===== src/rtl/clk_match_pkg.sv =====
package clk_match_pkg;

  typedef enum logic [2:0] {
    ST_IDLE,
    ST_DIV1_GO,
    ST_DIV1_WAIT,
    ST_DIV2_GO,
    ST_DIV2_WAIT,
    ST_SCORE,
    ST_REJECT
  } search_state_e;

endpackage


===== src/rtl/clk_level_table.sv =====
module clk_level_table #(
  parameter int W     = 32,
  parameter int DEPTH = 32,
  localparam int AW   = $clog2(DEPTH)
) (
  input  logic          clk,
  input  logic          rst_n,
  input  logic          we,
  input  logic [AW-1:0] waddr,
  input  logic [W-1:0]  wdata,
  input  logic [AW-1:0] raddr,
  output logic [W-1:0]  rdata
);

  logic [W-1:0] ent [DEPTH];

  for (genvar g = 0; g < DEPTH; g++) begin : g_ent
    logic [W-1:0] slot;
    always_ff @(posedge clk or negedge rst_n) begin
      if (!rst_n)                           slot <= '0;
      else if (we && (waddr == AW'(g)))     slot <= wdata;
    end
    assign ent[g] = slot;
  end

  assign rdata = ent[raddr];

endmodule


===== src/rtl/seq_divider.sv =====
module seq_divider #(
  parameter int W  = 32,
  localparam int CW = $clog2(W + 1)
) (
  input  logic         clk,
  input  logic         rst_n,
  input  logic         go,
  input  logic [W-1:0] dividend,
  input  logic [W-1:0] divisor,
  output logic [W-1:0] quot,
  output logic [W-1:0] rem,
  output logic         fin
);

  logic [W-1:0]  quot_q, rem_q, dvsr_q, dvnd_q;
  logic [CW-1:0] cnt_q;
  logic          active_q, fin_q;
  logic [W:0]    shifted, trial;
  logic          fits;

  always_comb begin
    shifted = {rem_q, quot_q[W-1]};
    trial   = shifted - {1'b0, dvsr_q};
    fits    = ~trial[W];
  end

  always_ff @(posedge clk or negedge rst_n) begin
    if (!rst_n) begin
      quot_q   <= '0;
      rem_q    <= '0;
      dvsr_q   <= '0;
      dvnd_q   <= '0;
      cnt_q    <= '0;
      active_q <= 1'b0;
      fin_q    <= 1'b0;
    end else if (go) begin
      quot_q   <= dividend;
      dvnd_q   <= dividend;
      rem_q    <= '0;
      dvsr_q   <= divisor;
      cnt_q    <= CW'(W);
      active_q <= 1'b1;
      fin_q    <= 1'b0;
    end else if (active_q) begin
      rem_q  <= fits ? trial[W-1:0] : shifted[W-1:0];
      quot_q <= {quot_q[W-2:0], fits};
      cnt_q  <= cnt_q - 1'b1;
      if (cnt_q == CW'(1)) begin
        active_q <= 1'b0;
        fin_q    <= 1'b1;
      end
    end else begin
      fin_q <= 1'b0;
    end
  end

  assign quot = quot_q;
  assign rem  = rem_q;
  assign fin  = fin_q;

  AST_DIV_IDENTITY: assert property (@(posedge clk) disable iff (!rst_n)
    fin_q && (dvsr_q != '0) |->
      ({{W{1'b0}}, quot_q} * {{W{1'b0}}, dvsr_q} + {{W{1'b0}}, rem_q}) == {{W{1'b0}}, dvnd_q});
  AST_DIV_REM_BELOW: assert property (@(posedge clk) disable iff (!rst_n)
    fin_q && (dvsr_q != '0) |-> rem_q < dvsr_q);

endmodule


===== src/rtl/clk_match_ctrl.sv =====
module clk_match_ctrl
  import clk_match_pkg::*;
#(
  parameter int FREQ_W     = 32,
  parameter int MAX_LEVELS = 32,
  localparam int IDX_W     = $clog2(MAX_LEVELS),
  localparam int CNT_W     = $clog2(MAX_LEVELS + 1)
) (
  input  logic              clk,
  input  logic              rst_n,
  input  logic              start,
  input  logic [FREQ_W-1:0] req_freq,
  input  logic              exact,
  input  logic [CNT_W-1:0]  tbl_count,
  output logic [IDX_W-1:0]  rd_idx,
  input  logic [FREQ_W-1:0] rd_data,
  output logic              div_go,
  output logic [FREQ_W-1:0] div_dividend,
  output logic [FREQ_W-1:0] div_divisor,
  input  logic              div_fin,
  input  logic [FREQ_W-1:0] div_quot,
  input  logic [FREQ_W-1:0] div_rem,
  output logic              busy,
  output logic              done,
  output logic              error,
  output logic [IDX_W-1:0]  best_idx,
  output logic [FREQ_W-1:0] best_freq
);

  // divider for one entry: truncated quotient bumped when anything is left over
  function automatic logic [FREQ_W-1:0] round_up_div(input logic [FREQ_W-1:0] q,
                                                     input logic [FREQ_W-1:0] r);
    return q + {{(FREQ_W-1){1'b0}}, (r != '0)};
  endfunction

  // how far the divided rate falls short of the request
  function automatic logic [FREQ_W-1:0] shortfall(input logic [FREQ_W-1:0] want,
                                                  input logic [FREQ_W-1:0] got);
    return want - got;
  endfunction

  search_state_e     state_q;
  logic [FREQ_W-1:0] req_q, div_q, entry_err_q, best_err_q;
  logic              exact_q, have_best_q;
  logic [IDX_W-1:0]  idx_q, last_idx_q, best_idx_q;
  logic [FREQ_W-1:0] best_freq_q;
  logic              done_q, error_q;

  // named events
  logic             accept, reject_now, improve, hit, scan_end;
  logic [CNT_W-1:0] n_eff;
  logic [FREQ_W-1:0] ceil_div;

  assign n_eff      = (tbl_count > CNT_W'(MAX_LEVELS)) ? CNT_W'(MAX_LEVELS) : tbl_count;
  assign accept     = start && (state_q == ST_IDLE);
  assign reject_now = (req_freq == '0) || (n_eff == '0);
  assign improve    = (state_q == ST_SCORE) && (entry_err_q < best_err_q);
  assign hit        = (state_q == ST_SCORE) && (entry_err_q == '0);
  assign scan_end   = (state_q == ST_SCORE) && (idx_q == last_idx_q);
  assign ceil_div   = round_up_div(div_quot, div_rem);

  assign rd_idx       = idx_q;
  assign div_go       = (state_q == ST_DIV1_GO) || (state_q == ST_DIV2_GO);
  assign div_dividend = rd_data;
  assign div_divisor  = (state_q == ST_DIV2_GO) ? div_q : req_q;

  always_ff @(posedge clk or negedge rst_n) begin
    if (!rst_n) begin
      state_q     <= ST_IDLE;
      req_q       <= '0;
      exact_q     <= 1'b0;
      div_q       <= '0;
      entry_err_q <= '0;
      best_err_q  <= '1;
      have_best_q <= 1'b0;
      idx_q       <= '0;
      last_idx_q  <= '0;
      best_idx_q  <= '0;
      best_freq_q <= '0;
      done_q      <= 1'b0;
      error_q     <= 1'b0;
    end else begin
      unique case (state_q)
        ST_IDLE: begin
          if (accept) begin
            req_q       <= req_freq;
            exact_q     <= exact;
            last_idx_q  <= IDX_W'(n_eff - 1'b1);
            idx_q       <= '0;
            best_err_q  <= '1;
            have_best_q <= 1'b0;
            best_idx_q  <= '0;
            best_freq_q <= '0;
            done_q      <= 1'b0;
            error_q     <= 1'b0;
            state_q     <= reject_now ? ST_REJECT : ST_DIV1_GO;
          end
        end
        ST_REJECT: begin
          done_q  <= 1'b1;
          error_q <= 1'b1;
          state_q <= ST_IDLE;
        end
        ST_DIV1_GO: state_q <= ST_DIV1_WAIT;
        ST_DIV1_WAIT: begin
          if (div_fin) begin
            div_q <= ceil_div;
            if (ceil_div == '0) begin
              entry_err_q <= req_q;
              state_q     <= ST_SCORE;
            end else begin
              state_q <= ST_DIV2_GO;
            end
          end
        end
        ST_DIV2_GO: state_q <= ST_DIV2_WAIT;
        ST_DIV2_WAIT: begin
          if (div_fin) begin
            entry_err_q <= shortfall(req_q, div_quot);
            state_q     <= ST_SCORE;
          end
        end
        ST_SCORE: begin
          if (improve) begin
            best_err_q  <= entry_err_q;
            best_idx_q  <= idx_q;
            best_freq_q <= rd_data;
            have_best_q <= 1'b1;
          end
          if (hit) begin
            done_q  <= 1'b1;
            error_q <= 1'b0;
            state_q <= ST_IDLE;
          end else if (scan_end) begin
            done_q  <= 1'b1;
            error_q <= exact_q || !(have_best_q || improve);
            state_q <= ST_IDLE;
          end else begin
            idx_q   <= idx_q + 1'b1;
            state_q <= ST_DIV1_GO;
          end
        end
        default: state_q <= ST_IDLE;
      endcase
    end
  end

  assign busy      = (state_q != ST_IDLE);
  assign done      = done_q;
  assign error     = error_q;
  assign best_idx  = best_idx_q;
  assign best_freq = best_freq_q;

  AST_REJECT_ZERO_REQ: assert property (@(posedge clk) disable iff (!rst_n)
    accept && (req_freq == '0) |=> !done ##1 (done && error));
  AST_NO_ZERO_DIVISOR: assert property (@(posedge clk) disable iff (!rst_n)
    div_go |-> div_divisor != '0);
  AST_RESULT_HOLD: assert property (@(posedge clk) disable iff (!rst_n)
    done && !accept |=> done && $stable(best_idx) && $stable(best_freq));
  AST_BUSY_NOT_DONE: assert property (@(posedge clk) disable iff (!rst_n)
    busy |-> !done);
  AST_IGNORE_START: assert property (@(posedge clk) disable iff (!rst_n)
    busy && start |=> $stable(req_q) && $stable(exact_q));
  AST_BEST_NONINCREASE: assert property (@(posedge clk) disable iff (!rst_n)
    busy && $past(busy) |-> best_err_q <= $past(best_err_q));
  AST_EXACT_ZERO_GAP: assert property (@(posedge clk) disable iff (!rst_n)
    $rose(done) && !error && exact_q |-> best_err_q == '0);
  AST_IDX_IN_RANGE: assert property (@(posedge clk) disable iff (!rst_n)
    done && !error |-> best_idx <= last_idx_q);

endmodule


===== src/rtl/clk_match_sel.sv =====
module clk_match_sel #(
  parameter int FREQ_W     = 32,
  parameter int MAX_LEVELS = 32,
  localparam int IDX_W     = $clog2(MAX_LEVELS),
  localparam int CNT_W     = $clog2(MAX_LEVELS + 1)
) (
  input  logic              clk,
  input  logic              rst_n,
  input  logic              tbl_we,
  input  logic [IDX_W-1:0]  tbl_waddr,
  input  logic [FREQ_W-1:0] tbl_wdata,
  input  logic [CNT_W-1:0]  tbl_count,
  input  logic              start,
  input  logic [FREQ_W-1:0] req_freq,
  input  logic              exact,
  output logic              busy,
  output logic              done,
  output logic              error,
  output logic [IDX_W-1:0]  best_idx,
  output logic [FREQ_W-1:0] best_freq
);

  logic [IDX_W-1:0]  rd_idx;
  logic [FREQ_W-1:0] rd_data;
  logic              div_go, div_fin;
  logic [FREQ_W-1:0] div_dividend, div_divisor, div_quot, div_rem;

  clk_level_table #(.W(FREQ_W), .DEPTH(MAX_LEVELS)) u_table (
    .clk   (clk),
    .rst_n (rst_n),
    .we    (tbl_we),
    .waddr (tbl_waddr),
    .wdata (tbl_wdata),
    .raddr (rd_idx),
    .rdata (rd_data)
  );

  seq_divider #(.W(FREQ_W)) u_div (
    .clk      (clk),
    .rst_n    (rst_n),
    .go       (div_go),
    .dividend (div_dividend),
    .divisor  (div_divisor),
    .quot     (div_quot),
    .rem      (div_rem),
    .fin      (div_fin)
  );

  clk_match_ctrl #(.FREQ_W(FREQ_W), .MAX_LEVELS(MAX_LEVELS)) u_ctrl (
    .clk          (clk),
    .rst_n        (rst_n),
    .start        (start),
    .req_freq     (req_freq),
    .exact        (exact),
    .tbl_count    (tbl_count),
    .rd_idx       (rd_idx),
    .rd_data      (rd_data),
    .div_go       (div_go),
    .div_dividend (div_dividend),
    .div_divisor  (div_divisor),
    .div_fin      (div_fin),
    .div_quot     (div_quot),
    .div_rem      (div_rem),
    .busy         (busy),
    .done         (done),
    .error        (error),
    .best_idx     (best_idx),
    .best_freq    (best_freq)
  );

endmodule


===== config.mk =====
export PLATFORM = sky130hd
export DESIGN_NAME = clk_match_sel
export DESIGN_NICKNAME = d
export VERILOG_FILES = /design/src/rtl/clk_match_pkg.sv /design/src/rtl/clk_level_table.sv /design/src/rtl/seq_divider.sv /design/src/rtl/clk_match_ctrl.sv /design/src/rtl/clk_match_sel.sv
export SDC_FILE = /design/constraint.sdc
export NUM_CORES = 2
export LEC_CHECK = 0
export CORE_MARGIN = 2
export CORE_UTILIZATION = 62
export DETAILED_ROUTE_END_ITERATION = 7
export DONT_BUFFER_PORTS = 1
export HOLD_SLACK_MARGIN = 0.1
export PLACE_DENSITY = 0.82
export SLEW_MARGIN = 5
export SYNTH_ARGS = -nofsm -noshare
export SYNTH_HDL_FRONTEND = slang
export SYNTH_SLANG_ARGS = --single-unit

===== constraint.sdc =====
create_clock -name clk -period 4.8 [get_ports clk]
set_input_delay 0.24 -clock clk [delete_from_list [all_inputs] [get_ports clk]]
set_output_delay 0.24 -clock clk [all_outputs]
set_load 0.02 [all_outputs]

* Word level (Yosys, flattened, before mapping) *
Cells that the tools add are included.

word-level totals
  flip-flop bits (word level) = 1,310
  latch bits = 0
  bits in writable memories = 0
  memory bits (read-only) = 0
  output and inout bits = 40
  word-level logic and storage cells = 221
  memories = 0

operators by class
  add/subtract/negate cells = 6
  multipliers = 0
  divide/modulo/power cells = 0
  order comparisons = 3
  equality and inequality tests = 48
  shifts and indexed selects = 0
  muxes and demuxes = 51
  bitwise gates (word level) = 2
  reductions and logical operators = 60

operator list
  operator              number
  $mux W32              15
  $pmux W32 S2          3
  $bmux W32 S5          1
  $logic_not A32 Y1     3
  $eq A5 B5 Y1 const B  16
  $eq A5 B4 Y1 const B  8
  $logic_and A1 B1 Y1   36
  $sub A33 B32 Y33      1
  $add A32 B1 Y32       1
  $lt A32 B32 Y1        1
  $reduce_bool A32 Y1   1
  $sub A32 B32 Y32      1
  $eq A5 B3 Y1 const B  4
  $mux W5               4
  $pmux W5 S2           2
  $mux W3               6
  $mux W6               3
  $pmux W3 S6           1
  $mux W1               13
  $eq A5 B2 Y1 const B  2
  $eq A3 B3 Y1 const B  3
  $reduce_and A3 Y1     3
  $ne A2 B2 Y1 const B  4
  $reduce_and A4 Y1     2
  25 further kinds      36

* Longest topological paths before layout *
  word-level depth = 8
  depth in mapped cells = 16

* Cells and area by module *
Synthesis repeated with hierarchy kept, for this count alone.

second synthesis, totals
  cells, all modules = 5,562
  area, all modules = 65,542.9 um2

modules (own cells, without submodules)
  module           times used  cells an instance  area an instance (um2)  sequential area each (um2)
  clk_level_table  1           3,452              47,045.1                25,624.6
  clk_match_ctrl   1           1,373              12,009.0                4,594.4
  seq_divider      1           737                6,488.7                 2,602.5

* Least setup slack after synthesis *
OpenSTA, ideal clock, no wires.

  path type = register to register
  from = reg u_div.rem_q[25], in the netlist u_div.rem[25]
  to = reg u_ctrl.entry_err_q[19]
  setup time = 125 ps
  arrival = 3,520 ps
  slack = 1,155 ps
  cell stages (with the launch flop) = 16
  buffers on the path = 1
  period minus slack after synthesis = 3,645 ps
  cells stage by stage = dfrtp_1 nor4_1 nand4_1 or2_2 ha_1 ha_1 and2_1 nand3_1 or4_4 and4_1 o22ai_1 or4_4 nor4_4 a22oi_2 buf_6 mux2_4

on the way
  word-level cells in the longest chain between the ends = 5

RTL lines
  item                                line                   RTL
  from (decl)                         seq_divider.sv:15      logic [W-1:0] quot_q, rem_q, dvsr_q, dvnd_q;
  from (signal assigned)              seq_divider.sv:45      rem_q <= fits ? trial[W-1:0] : shifted[W-1:0];
  $reduce_bool A32 Y1                 clk_match_ctrl.sv:33   return q + {{(FREQ_W-1){1'b0}}, (r != '0)};
  $add A32 B1 Y32                     clk_match_ctrl.sv:33
  $logic_not A32 Y1                   clk_match_ctrl.sv:108  if (ceil_div == '0) begin
  $ne A2 B1 Y1 (no source line)       --
  $reduce_and A4 Y1 (no source line)  --
  to (signal assigned)                clk_match_ctrl.sv:109  entry_err_q <= req_q;
  to (signal assigned)                clk_match_ctrl.sv:119  entry_err_q <= shortfall(req_q, div_quot);
  to (decl)                           clk_match_ctrl.sv:43   logic [FREQ_W-1:0] req_q, div_q, entry_err_q, best_err_q;

No other way between the ends.
A chain may end at the register's enable or synchronous reset.

* Worst setup path after layout *
  from = reg u_div.rem_q[16], in the netlist u_div.rem[16]
  to = reg u_ctrl.entry_err_q[3]

The elaborated chain is that of the path after synthesis.

==> flow_summary_export.csv <==
group,metric,value,unit
critical_path,crit_end,"u_ctrl.entry_err_q[3]",
floorplan,die-width,324,µm
critical_path,worst_path_largest_cell_delay,0.43,ns
sta,fin_tns_setup,0,ns
critical_path,cp_cell_sequence,"nor4_1, nand4_1, or2_2, ha_1, ha_1, and2_1, nand3_1, or4_4, and4_1, o22ai_1, or4_4, nor4_4, a22oi_2, buf_4, mux2_4",
power_and_ir_drop,peakVddDrop,0.465,mV
clock_network,clk_pin_slew_worst_paths,0.06,ns
critical_path,end_kind,"flip-flop",
routing,drt_iter0_drc,3447,
yosys,synthTopCellsByCount,"dfrtp_1, mux2_2, mux4_2",
sta,hold_viol_final,0,
routing,drt-vias-per-instance,6.57,
critical_path,cp_num_buf_inv,1,
clock_network,cts.sinks,1310,
sta,timing.final.crit_share,91.9,%
yosys,synth_cell_types,76,
yosys,ys_top_cells_by_area,"dfrtp_1, mux2_2, mux4_2",
finish,utilization,69.5,%
yosys,synth_seq_cells,1310,
sta,grt_setup_unrepaired,"no",
critical_path,cp.depth,15,
yosys,synth.avg_cell_area,13.4,µm²
sta,slew_violations,0,
routing,dr_total_vias,40400,
sta,hold_ws,0.164,ns
yosys,ys.flop_type,"dfrtp_1",
sta,max_slew.worst_pin.slew,1.32,ns
grt,track_usage,31.7,%
placement,place.gp.congestion,0.893,
clock_network,cts_resized,0,
grt,grt_antenna_before_repair,14,
clock_network,clockBufferDepth,3,
placement,portBuffers,0,
yosys,yosys.area.top_type,"dfrtp_1",
power_and_ir_drop,power.total,41900,µW
critical_path,critical_path_class,"reg2reg",
floorplan,io_pins,120,
clock_network,numCtsBuffers,137,
sta,finalSetupViolCount,0,
clock_network,clkLatencyLatePin,0.74,ns
grt,grt_pass1_vias,41700,
yosys,syn_inst,4723,
finish,fin_area,70600,µm²
sta,slew_headroom,11.5,%
routing,firstDrtPassIters,6,
clock_network,htreeDepth,4,
critical_path,cp-start-kind,"flip-flop",
critical_path,cp_slowest_cell,"or4_4",
power_and_ir_drop,powerDensity,593,nW/µm²
run,maxCapViolCount,0,
clock_network,cts_tree,"done",
sta,layout_min_cycle_time,4.41,ns
status,status,"finished, final reports clean",
sta,fmax,0.227,GHz
finish,flow.area_growth_from_synthesis,11.4,%
yosys,synth-seq-area-share,51.8,%
yosys,netlist_area,63400,µm²
grt,grt_max_degree,289,
yosys,ys_async_sr_fraction,100,%
critical_path,r2r_end,"u_ctrl.entry_err_q[3]",
routing,ant_nets,0,
placement,place_area,64900,µm²
finish,drive_above_1_share,36.8,%
critical_path,worst-r2r-cell-count,15,
sta,finClkSkew,0.0259,ns
critical_path,startpoint,"u_div.rem[16]",
critical_path,r2r_slack,0.39,ns
grt,grt_pass1_wl,251000,µm
yosys,yosys.cell_count.top_type,"dfrtp_1",
routing,drc,0,
hold_path,min_path_type,"in2reg",
routing,wirelength,163000,µm
yosys,syn-num-nets,4907,
floorplan,dieArea,105000,µm²
floorplan,start_util,62.4,%
routing,wire_per_inst,26.4,µm
critical_path,cp.arrival,5.04,ns
floorplan,dieHeight,324,µm
critical_path,r2r_start,"u_div.rem[16]",
grt,overflow,0,
clock_network,cts_root_buffer,"clkbuf_16",
placement,hpwl,95600,µm
critical_path,crit_fanout,60,
floorplan,placeableCoreArea,102000,µm²
yosys,synth_edf_count,0,
yosys,yosys.area.top_type_share,50.4,%
power_and_ir_drop,power_leakage,0.0318,µW
critical_path,cp_top_family,"simple AND/OR/NAND/NOR gates",
yosys,ys_warn_count,0,
critical_path,required,5.42,ns
floorplan,rows,117,
finish,nNetsFinal,4859,
-- routing by layer --
metal / GRT usage, % / up-vias / wire length (µm)
met2: 50.1 / 1516 / 77900
met5: 0 / - / 73
li1: - / 17200 / -
met1: 42.9 / 21300 / 66000
met4: 13.3 / 10 / 6920
met3: 6.92 / 476 / 11800
-- cells in the final DEF, fill, tap and decap left out, types with 13 or more instances in the layout --
cell and count:
dfrtp_1 1273, mux2_2 1030, mux4_2 320, nand2_1 255
o21ai_0 185, a21oi_1 168, nor2_1 153, clkbuf_16 142
inv_1 115, ha_1 102, dlygate4sd3_1 101, mux2i_1 96
xnor2_1 80, buf_4 78, nand3_1 70, a31oi_1 47
a21o_1 44, clkbuf_8 38, o211a_1 34, clkbuf_1 33
nor3_1 32, dfstp_2 32, nor4_1 31, xor2_1 28
nand4_1 27, nand2b_1 19, and3_1 16, nor2b_1 13
nor2_4 13
-- worst register-to-register path, cell delays in order (launching register included) --
cell and delay, ns:
dfrtp_1 0.41, nor4_1 0.40, nand4_1 0.22, or2_2 0.37, ha_1 0.19, ha_1 0.23
and2_1 0.18, nand3_1 0.23, or4_4 0.21, and4_1 0.19, o22ai_1 0.07, or4_4 0.43
nor4_4 0.37, a22oi_2 0.09, buf_4 0.34, mux2_4 0.38
-- metrics by stage --
stage          cells  worst slack, ns
6_report        6158            0.387
5_1_grt         6156            0.159
4_1_cts         6151            0.382
3_5_place_dp    5801            0.374
3_3_place_gp    5801            0.429
2_1_floorplan   4723             1.15
-- what timing repair did --
| action | 4_1_cts | 5_1_grt |
|---|---|---|
| endpoints found under the hold margin | 1261 | 0 |
| hold buffers | 101 | 0 |
| buffers inserted | 0 | 0 |
-- how the worst min path moves through the flow --
stage                            from                   to  slack [ns]  depth (start not counted)
after floorplan                 rst_n  u_ctrl.best_freq[0]       -0.06                          0
after global placement          rst_n  u_ctrl.best_freq[5]       -0.05                          0
after detailed placement        rst_n  u_ctrl.best_freq[5]       -0.05                          0
after CTS                 req_freq[6]      u_ctrl.req_q[6]        0.11                          3
after global routing      req_freq[6]      u_ctrl.req_q[6]        0.16                          3
final                     req_freq[6]      u_ctrl.req_q[6]        0.16                          3
-- logic make-up (layout without fill, tap and decap cells) --
kind of cell / count (synthesis) / in the layout / synth area share (%)
mux: 1450 / 1450 / 31.3
flops: 1310 / 1310 / 51.8
simple gates: 682 / 682 / 4.92
compound gates: 562 / 562 / 5.39
buf+inv: 506 / 568 / 3.04
xor+xnor: 109 / 109 / 1.52
fa+ha+maj: 104 / 104 / 2.08
other cells: 0 / 5 / 0
-- power by group --
| group | internal, µW | switching, µW | total (µW) |
|---|---|---|---|
| combinational | 7310 | 7580 | 14900 |
| clock | 6520 | 4450 | 11000 |
| sequential | 13800 | 2210 | 16000 |
| total | 27700 | 14200 | 41900 |
-- state kept, by name, summed over array words and instances, names as in the netlist --
register and flops:
u_ctrl.state_q 3, u_div.cnt_q 6, u_ctrl.exact_q 1, u_ctrl.req_q 32, u_ctrl.last_idx_q 5, u_div.rem 32
u_ctrl.best_err_q 32, u_div.quot 32, u_ctrl.entry_err_q 32, u_table.g_ent.slot 1024, u_ctrl.have_best_q 1, u_ctrl.best_idx 5
u_ctrl.div_q 32, u_div.fin 1, u_ctrl.rd_idx 5, u_ctrl.best_freq 32, u_div.active_q 1, u_ctrl.done 1
u_ctrl.error 1, u_div.dvsr_q 32
-- final cells by class --
cell class / count / area [µm²]
Fill cell: 6608 / 31000
Inverter: 120 / 455
Clock buffer: 213 / 4200
Timing Repair Buffer: 199 / 2060
Multi-Input combinational cell: 2907 / 28900
Sequential cell: 1310 / 32800
Clock inverter: 36 / 475
Antenna cell: 5 / 12.5
Tap cell: 1368 / 1710
Note: power is estimated with default switching activity, not from simulation.
